===== src/rtl/rt_pkg.sv =====
package rt_pkg;
  typedef enum logic [1:0] {
    ARB_IDLE    = 2'd0,
    ARB_GRANT   = 2'd1,
    ARB_REVOKE  = 2'd2,
    ARB_REFRESH = 2'd3
  } arb_state_t;
endpackage


===== src/rtl/rt_period_counter.sv =====
module rt_period_counter #(
  parameter int PW = 9
) (
  input  logic          clk,
  input  logic          rst_n,
  input  logic          load,
  input  logic [PW-1:0] load_val,
  input  logic          run,
  output logic          tick
);
  logic [PW-1:0] per_q;
  logic [PW-1:0] cnt_q;

  // expiry when the count reaches 1 (a count of 0 behaves like 1)
  assign tick = run && !load && (cnt_q[PW-1:1] == '0);

  always_ff @(posedge clk or negedge rst_n) begin
    if (!rst_n) begin
      per_q <= '0;
      cnt_q <= '0;
    end else if (load) begin
      per_q <= load_val;
      cnt_q <= load_val;
    end else if (tick) begin
      cnt_q <= per_q;
    end else if (run) begin
      cnt_q <= cnt_q - 1'b1;
    end
  end
endmodule


===== src/rtl/rt_addr_counter.sv =====
module rt_addr_counter #(
  parameter int AW = 9
) (
  input  logic          clk,
  input  logic          rst_n,
  input  logic          step,
  output logic [AW-1:0] addr
);
  always_ff @(posedge clk or negedge rst_n) begin
    if (!rst_n)    addr <= '0;
    else if (step) addr <= addr + 1'b1;
  end
endmodule


===== src/rtl/rt_bus_arbiter.sv =====
module rt_bus_arbiter
  import rt_pkg::*;
(
  input  logic clk,
  input  logic rst_n,
  input  logic tick,
  input  logic drop,
  input  logic hold_req,
  input  logic ref_ready,
  output logic hold_ack,
  output logic ref_valid
);
  arb_state_t state_q, state_d;
  logic pend_q, pend_d;
  logic want, start;

  assign want  = (pend_q | tick) & ~drop;
  assign start = (state_q != ARB_REFRESH) && (state_d == ARB_REFRESH);

  always_comb begin
    state_d = state_q;
    unique case (state_q)
      ARB_IDLE: begin
        if (want)          state_d = ARB_REFRESH;
        else if (hold_req) state_d = ARB_GRANT;
      end
      ARB_GRANT: begin
        if (want)           state_d = ARB_REVOKE;
        else if (!hold_req) state_d = ARB_IDLE;
      end
      ARB_REVOKE: begin
        if (!want)          state_d = ARB_IDLE;
        else if (!hold_req) state_d = ARB_REFRESH;
      end
      ARB_REFRESH: begin
        if (ref_ready) state_d = ARB_IDLE;
      end
      default: state_d = ARB_IDLE;
    endcase
  end

  assign pend_d = want & ~start;

  always_ff @(posedge clk or negedge rst_n) begin
    if (!rst_n) begin
      state_q <= ARB_IDLE;
      pend_q  <= 1'b0;
    end else begin
      state_q <= state_d;
      pend_q  <= pend_d;
    end
  end

  assign hold_ack  = (state_q == ARB_GRANT);
  assign ref_valid = (state_q == ARB_REFRESH);
endmodule


===== src/rtl/refresh_req_timer.sv =====
module refresh_req_timer #(
  parameter int PW = 9,
  parameter int AW = 9
) (
  input  logic          clk,
  input  logic          rst_n,
  input  logic          cfg_wr,
  input  logic [PW-1:0] cfg_period,
  input  logic          cfg_enable,
  input  logic          hold_req,
  output logic          hold_ack,
  output logic          ref_valid,
  input  logic          ref_ready,
  output logic [AW-1:0] ref_addr
);
  logic en_q;
  logic tick;
  logic drop;
  logic accept;

  always_ff @(posedge clk or negedge rst_n) begin
    if (!rst_n)      en_q <= 1'b0;
    else if (cfg_wr) en_q <= cfg_enable;
  end

  assign drop   = cfg_wr & ~cfg_enable;
  assign accept = ref_valid & ref_ready;

  rt_period_counter #(.PW(PW)) period_i (
    .clk      (clk),
    .rst_n    (rst_n),
    .load     (cfg_wr),
    .load_val (cfg_period),
    .run      (en_q),
    .tick     (tick)
  );

  rt_bus_arbiter arb_i (
    .clk       (clk),
    .rst_n     (rst_n),
    .tick      (tick),
    .drop      (drop),
    .hold_req  (hold_req),
    .ref_ready (ref_ready),
    .hold_ack  (hold_ack),
    .ref_valid (ref_valid)
  );

  rt_addr_counter #(.AW(AW)) addr_i (
    .clk   (clk),
    .rst_n (rst_n),
    .step  (accept),
    .addr  (ref_addr)
  );
endmodule


===== config.mk =====
export PLATFORM = sky130hd
export DESIGN_NAME = refresh_req_timer
export DESIGN_NICKNAME = d
export VERILOG_FILES = /design/src/rtl/rt_pkg.sv /design/src/rtl/rt_period_counter.sv /design/src/rtl/rt_addr_counter.sv /design/src/rtl/rt_bus_arbiter.sv /design/src/rtl/refresh_req_timer.sv
export SDC_FILE = /design/constraint.sdc
export NUM_CORES = 1
export LEC_CHECK = 0
export ABC_CLOCK_PERIOD_IN_PS = 1700
export CAP_MARGIN = 20
export CORE_MARGIN = 2
export CORE_UTILIZATION = 52
export CTS_BUF_LIST = sky130_fd_sc_hd__clkbuf_16
export DETAILED_ROUTE_END_ITERATION = 10
export PLACE_DENSITY = 0.78
export SLEW_MARGIN = 20
export SYNTH_ARGS = -nofsm -noshare
export SYNTH_HDL_FRONTEND = slang
export SYNTH_SLANG_ARGS = --single-unit

===== constraint.sdc =====
create_clock -name clk -period 1.7 [get_ports clk]
set_input_delay 0.34 -clock clk [delete_from_list [all_inputs] [get_ports clk]]
set_output_delay 0.34 -clock clk [all_outputs]
set_load 0.05 [all_outputs]

### Yosys cells after proc, flatten, opt, wreduce, memory -nomap -nowiden

Cells that the tools add are included.

* add/subtract/negate cells: 2
* eq/ne operators: 5
* multiplexer cells: 11
* bitwise operators: 8
* reduce and logical (&&, ||, !) cells: 7

Operators by type and width (number)
* $mux W9: 3
* $mux W2: 7
* $add A9 B1 Y9 const B: 1
* $sub A9 B1 Y9 const B: 1
* $logic_not A8 Y1: 1
* $pmux W2 S4: 1
* $eq A2 B2 Y1 const B: 3
* $and A1 B1 Y1: 4
* $logic_and A1 B1 Y1: 3
* $not A1 Y1: 3
* $reduce_bool A3 Y1: 1
* $eq A2 B1 Y1 const B: 1
* $logic_not A2 Y1: 1
* $ne A2 B2 Y1 const B: 1
* $logic_not A1 Y1: 1
* $or A1 B1 Y1: 1

* register bits after elaboration: 31
* input bits: 15
* word-level logic and storage cells: 39

### Logic depth before layout (Yosys ltp)

Gate-level depths: netlist of the first run.

* word-level depth: 11
* depth in mapped cells: 6

### Cells and area by module

From an unflattened synthesis of the first run, not the netlist that was laid out.

* cells, all modules: 138
* area total of the unflattened synthesis: 1590.3 um^2

By module, submodules not included
* rt_period_counter: times used 1, cells each 91, area an instance 985.9 um^2, sequential area each 450.4 um^2
* rt_addr_counter: times used 1, cells each 29, area an instance 387.9 um^2, sequential area each 225.2 um^2
* rt_bus_arbiter: times used 1, cells each 14, area an instance 163.9 um^2, sequential area each 75.1 um^2
* refresh_req_timer: times used 1, cells each 4, area an instance 52.6 um^2, sequential area each 25.0 um^2

### Worst setup path before layout of the first run

OpenSTA, ideal clock, no wires.

* kind: register -> register
* start point: register addr_i.addr[0]
* end point: register addr_i.addr[8]
* arrival time: 1491 ps
* data required time: 1560 ps
* slack: 68 ps
* cell stages (with the launch flop): 6
* buffers on the path: 0
* period minus slack after synthesis: 1632 ps
* cell sequence: dfrtp_1 > ha_1 > nand2_1 > nor3_1 > nand3_1 > xnor2_1

* cells in the longest elaborated chain, start to end: 1

Ends and longest elaborated chain
* from (decl): line rt_addr_counter.sv:7 `output logic [AW-1:0] addr`
* from (signal assigned): line rt_addr_counter.sv:11 `else if (step) addr <= addr + 1'b1;`
* $add A9 B1 Y9: line rt_addr_counter.sv:11

Every way passes these cells.
A chain may end at the register's enable or synchronous reset.

### Final worst setup path of the first run

* start point: register period_i.cnt_q[2]
* end point: register period_i.cnt_q[5]

* cells in the longest elaborated chain, start to end: 4
* elaborated cells on any way between the ends: 7

Ends and longest elaborated chain
* from (decl): line rt_period_counter.sv:12 `logic [PW-1:0] cnt_q;`
* from (signal assigned): line rt_period_counter.sv:23 `cnt_q <= load_val;`
* from (signal assigned): line rt_period_counter.sv:25 `cnt_q <= per_q;`
* from (signal assigned): line rt_period_counter.sv:27 `cnt_q <= cnt_q - 1'b1;`
* $sub A9 B1 Y9 / $logic_not A8 Y1 (equally long branches): line rt_period_counter.sv:27, rt_period_counter.sv:15
* $mux W9 / $logic_and A1 B1 Y1 (equally long branches): line rt_period_counter.sv:26, rt_period_counter.sv:15
* $mux W9: line rt_period_counter.sv:24 `end else if (tick) begin`
* $mux W9: line rt_period_counter.sv:21 `end else if (load) begin`

Several ways; a longest one is shown, not always the timed one. The select of a mux whose other input is x is not followed.

==> results.py, run 1 <==
metrics = {
    "run_status": {
        "outcome": "finished, final reports clean",
    },
    "worst_setup_path": {
        "timing_worst_setup_path_type": "reg -> reg",
        "critical_path_arrival_ns": 1.76,
        "critical_path.slowest_cell": "dfrtp_1",
        "regToRegSetupSlack_ns": 0.09,
        "cp_top_family": "simple AND/OR/NAND/NOR gates",
        "critPathMaxFanout": 5,
        "timing.critical_path.cells": "or3_1, o31a_1, nor3_1, o21ai_1",
        "worst-r2r-cell-count": 4,
        "crit_path_start_kind": "register",
        "worstPathBufferInverterCount": 0,
        "worstSetupEndpointType": "register",
        "worst-path-stages": 4,
        "cpPeakStageDelay_ns": 0.47,
        "worstPathRequired_ns": 1.85,
        "r2r-start": "period_i.cnt_q[2]$_DFFE_PN0P_",
        "timing.rr.end": "period_i.cnt_q[5]$_DFFE_PN0P_",
    },
    "logic_synthesis": {
        "most_common_cell_in_the_synthesized_netlist": "dfrtp_1",
        "ys.flop_type": "dfrtp_1",
        "synth_async_sr_flop_share_pct": 100.0,
        "synth.top_cells.by_area": "dfrtp_1, mux2_2, xnor2_1, a22oi_1, nor4_4",
        "ys_top_cells_by_count": "dfrtp_1, nand2_1, mux2_2, o21ai_1, xnor2_1",
        "post_synthesis_instance_area_um2": 1600,
        "synth_edf_count": 0,
        "ys_seq_area_share_pct": 48.48,
        "yosysTopAreaCellShare_pct": 48.48,
        "post_synthesis_instance_total": 147,
        "postSynthAreaPerCell_um2": 10.89,
        "ys_seq_elements": 31,
        "yosysTopAreaCell": "dfrtp_1",
        "yosysWarningCount": 0,
        "synth.net_count": 164,
        "post_synth_num_cell_types": 40,
    },
    "global_route": {
        "grt_busiest_layer": "met2",
        "antenna_found_initial": 0,
        "globalRouteOverflowTotal": 0,
        "first_pass_grt_wire_length_um": 5637,
        "grt_max_degree": 32,
        "met2_usage_pct": 32.81,
        "groute.layer.met1.usage_pct": 27.96,
        "grt.met3_usage_pct": 6.987,
        "gr-usage-all-layers_pct": 21.05,
        "grt_pass1_vias": 1236,
    },
    "floorplanning": {
        "die_height_um": 59.48,
        "fp-row-count": 20,
        "design.core.area_um2": 2978,
        "start_util_pct": 53.74,
        "fp.dieW_um": 59.48,
        "top_level_ports": 26,
        "floorplan.die_area_um2": 3537,
    },
    "routing": {
        "totalWireLength_um": 3287,
        "antenna_left": 0,
        "drt_iter0_markers": 33,
        "routed_via_density": 5.608,
        "routedWlPerCell_um": 14.81,
        "drcViolationCount": 0,
        "drt_pre_antenna_iters": 4,
        "routed-via-count": 1245,
    },
    "final_layout": {
        "final_nets": 205,
        "drive_gt1_share_pct": 24.87,
        "nFillCells": 222,
        "fin_area_um2": 2116,
        "final-instance-count-excl-fill": 222,
        "antenna_cells_inserted": 0,
        "synthesis_to_finish_area_growth_pct": 32.21,
    },
    "timing": {
        "rsz0062_at_grt": "false",
        "post-route-min-period_ns": 1.609,
        "finClkSkew_ns": 0.005665,
        "slew_viol_final": 0,
        "final.period_utilization_pct": 94.64,
        "highest_clock_rate_ghz": 0.6215,
        "timing.final.hold_violations": 0,
        "setup_total_negative_slack_ns": 0,
        "setup_violations": 0,
        "max_slew_margin_pct": 73.33,
        "worst_slew_pin_slew_ns": 0.3963,
    },
    "clock_network": {
        "cts.reportedPaths.clkPinSlew_ns": 0.05,
        "post_cts_hold_fix_bufs": 0,
        "cts_inserted_buffers": 5,
        "htreeDepth": 2,
        "cts_root_buf": "clkbuf_16",
        "clk_path_buf_depth": 2,
        "number_of_clock_sinks": 31,
        "cts_tree": "yes",
        "worstSkewPairLatency_ns": 0.27,
        "post_cts.repair.setup_buffers": 0,
    },
    "placement": {
        "post-place-cells": 214,
        "count_of_input_and_output_buffers": 25,
        "dp_hpwl_um": 2378,
        "dpl_cell_area_um2": 1968,
        "gp_weighted_congestion": 0.8364,
    },
    "pwr": {
        "power.static_leakage_uw": 0.0009552,
        "p_per_area_nw_per_um2": 949.9,
        "power.ir.vdd_worst_mv": 0.7818,
        "power_uw": 2010,
    },
    "worst_hold_path": {
        "hold_class": "in -> async",
    },
    "job": {
        "max-cap-violations": 0,
    },
}
final cells by class:
type	instances	area (um^2)	area share, %
clock buffers	5	125.1	5.914
inverters	5	18.77	0.8870
multi-input cells	105	783.3	37.02
repair buffers	40	360.3	17.03
flip-flops and latches	31	775.7	36.66
clock inverters	3	11.26	0.5322
well taps	33	41.29	1.952
how the worst max path moves through the flow:
stage,to,startpoint
2_1_floorplan,addr_i.addr[8]$_DFFE_PN0P_,addr_i.addr[0]$_DFFE_PN0P_
3_3_place_gp,period_i.cnt_q[0]$_DFFE_PN0P_,cfg_wr
3_5_place_dp,period_i.cnt_q[1]$_DFFE_PN0P_,cfg_wr
4_1_cts,period_i.cnt_q[0]$_DFFE_PN0P_,period_i.cnt_q[5]$_DFFE_PN0P_
5_1_grt,period_i.cnt_q[8]$_DFFE_PN0P_,period_i.cnt_q[5]$_DFFE_PN0P_
6_report,period_i.cnt_q[5]$_DFFE_PN0P_,period_i.cnt_q[2]$_DFFE_PN0P_
state kept, by name, indices dropped and copies added, names as in the netlist:
| signal | count |
|---|---|
| period_i.per_q | 9 |
| period_i.cnt_q | 9 |
| en_q | 1 |
| arb_i.state_q | 2 |
| arb_i.pend_q | 1 |
| addr_i.addr | 9 |
worst register-to-register path, cell delays in order, from the launching register on:
cell and delay (ns):
dfrtp_1 0.47, or3_1 0.45, o31a_1 0.28, nor3_1 0.19, o21ai_1 0.10
kinds of logic after synthesis:
| family | Yosys count | share of synthesized area, % |
|---|---|---|
| simple gates | 48 | 18.22 |
| fa+ha+maj | 2 | 1.563 |
| mux | 12 | 8.132 |
| flops | 31 | 48.48 |
| xor+xnor | 11 | 6.020 |
| buf+inv | 11 | 3.284 |
| compound gates | 32 | 14.31 |
repair_timing:
| item | 4_1_cts | 5_1_grt |
|---|---|---|
| setup endpoints to repair | 1 | 2 |
| gates resized for setup | 1 | 2 |
| hold endpoints to repair | 0 | 0 |
where the power goes:
group	internal (uW)	total [uW]	switching (uW)
Clock	525	813	289
Sequential	796	860	63.3
Combinational	174	337	163
per-layer routing:
| metal | share of wire [%] | wire length, um | vias up |
|---|---|---|---|
| met5 | 0 | 0 | - |
| met4 | 1.0 | 34 | 0 |
| met3 | 4.2 | 138 | 4 |
| met2 | 48 | 1567 | 26 |
| met1 | 47 | 1547 | 593 |
| li1 | - | - | 622 |
through the flow:
stage,setup slack (ns),utilization (%),hold WS [ns]
4_1_cts,0.05173,70.71,0.4789
3_5_place_dp,-0.1358,66.09,0.4725
3_3_place_gp,-0.04775,66.09,0.4632
5_1_grt,0.004486,71.05,0.4971
2_1_floorplan,0.06850,-,0.04441
6_report,0.09105,71.05,0.4712
cells in the final DEF (no fill, tap or decap), types with 2 or more instances in the layout:
master and count:
dfrtp_1 31, buf_4 24, clkdlybuf4s50_1 14, nand2_1 11
o21ai_1 8, mux2_2 8, xnor2_1 7, inv_1 6
a22oi_1 6, nor2_1 5, nand3_1 5, nor3_1 5
clkbuf_16 5, mux2i_1 4, o21ai_0 4, xor2_1 4
nor2b_1 3, nand2b_1 3, nor4_4 2, a31oi_1 2
a21oi_1 2, or3_1 2, and3_1 2, nand4_1 2
a211oi_1 2, nor4_1 2, ha_1 2, clkinv_1 2
buf_12 2
Note: power is estimated with default switching activity, not from simulation.
==> inputs of run 2 (changes only) <==
- CAP_MARGIN: 20 -> not set
==> results of run 2 <==
Same layout as run 1: the final DEF is identical, and so are final timing and power.
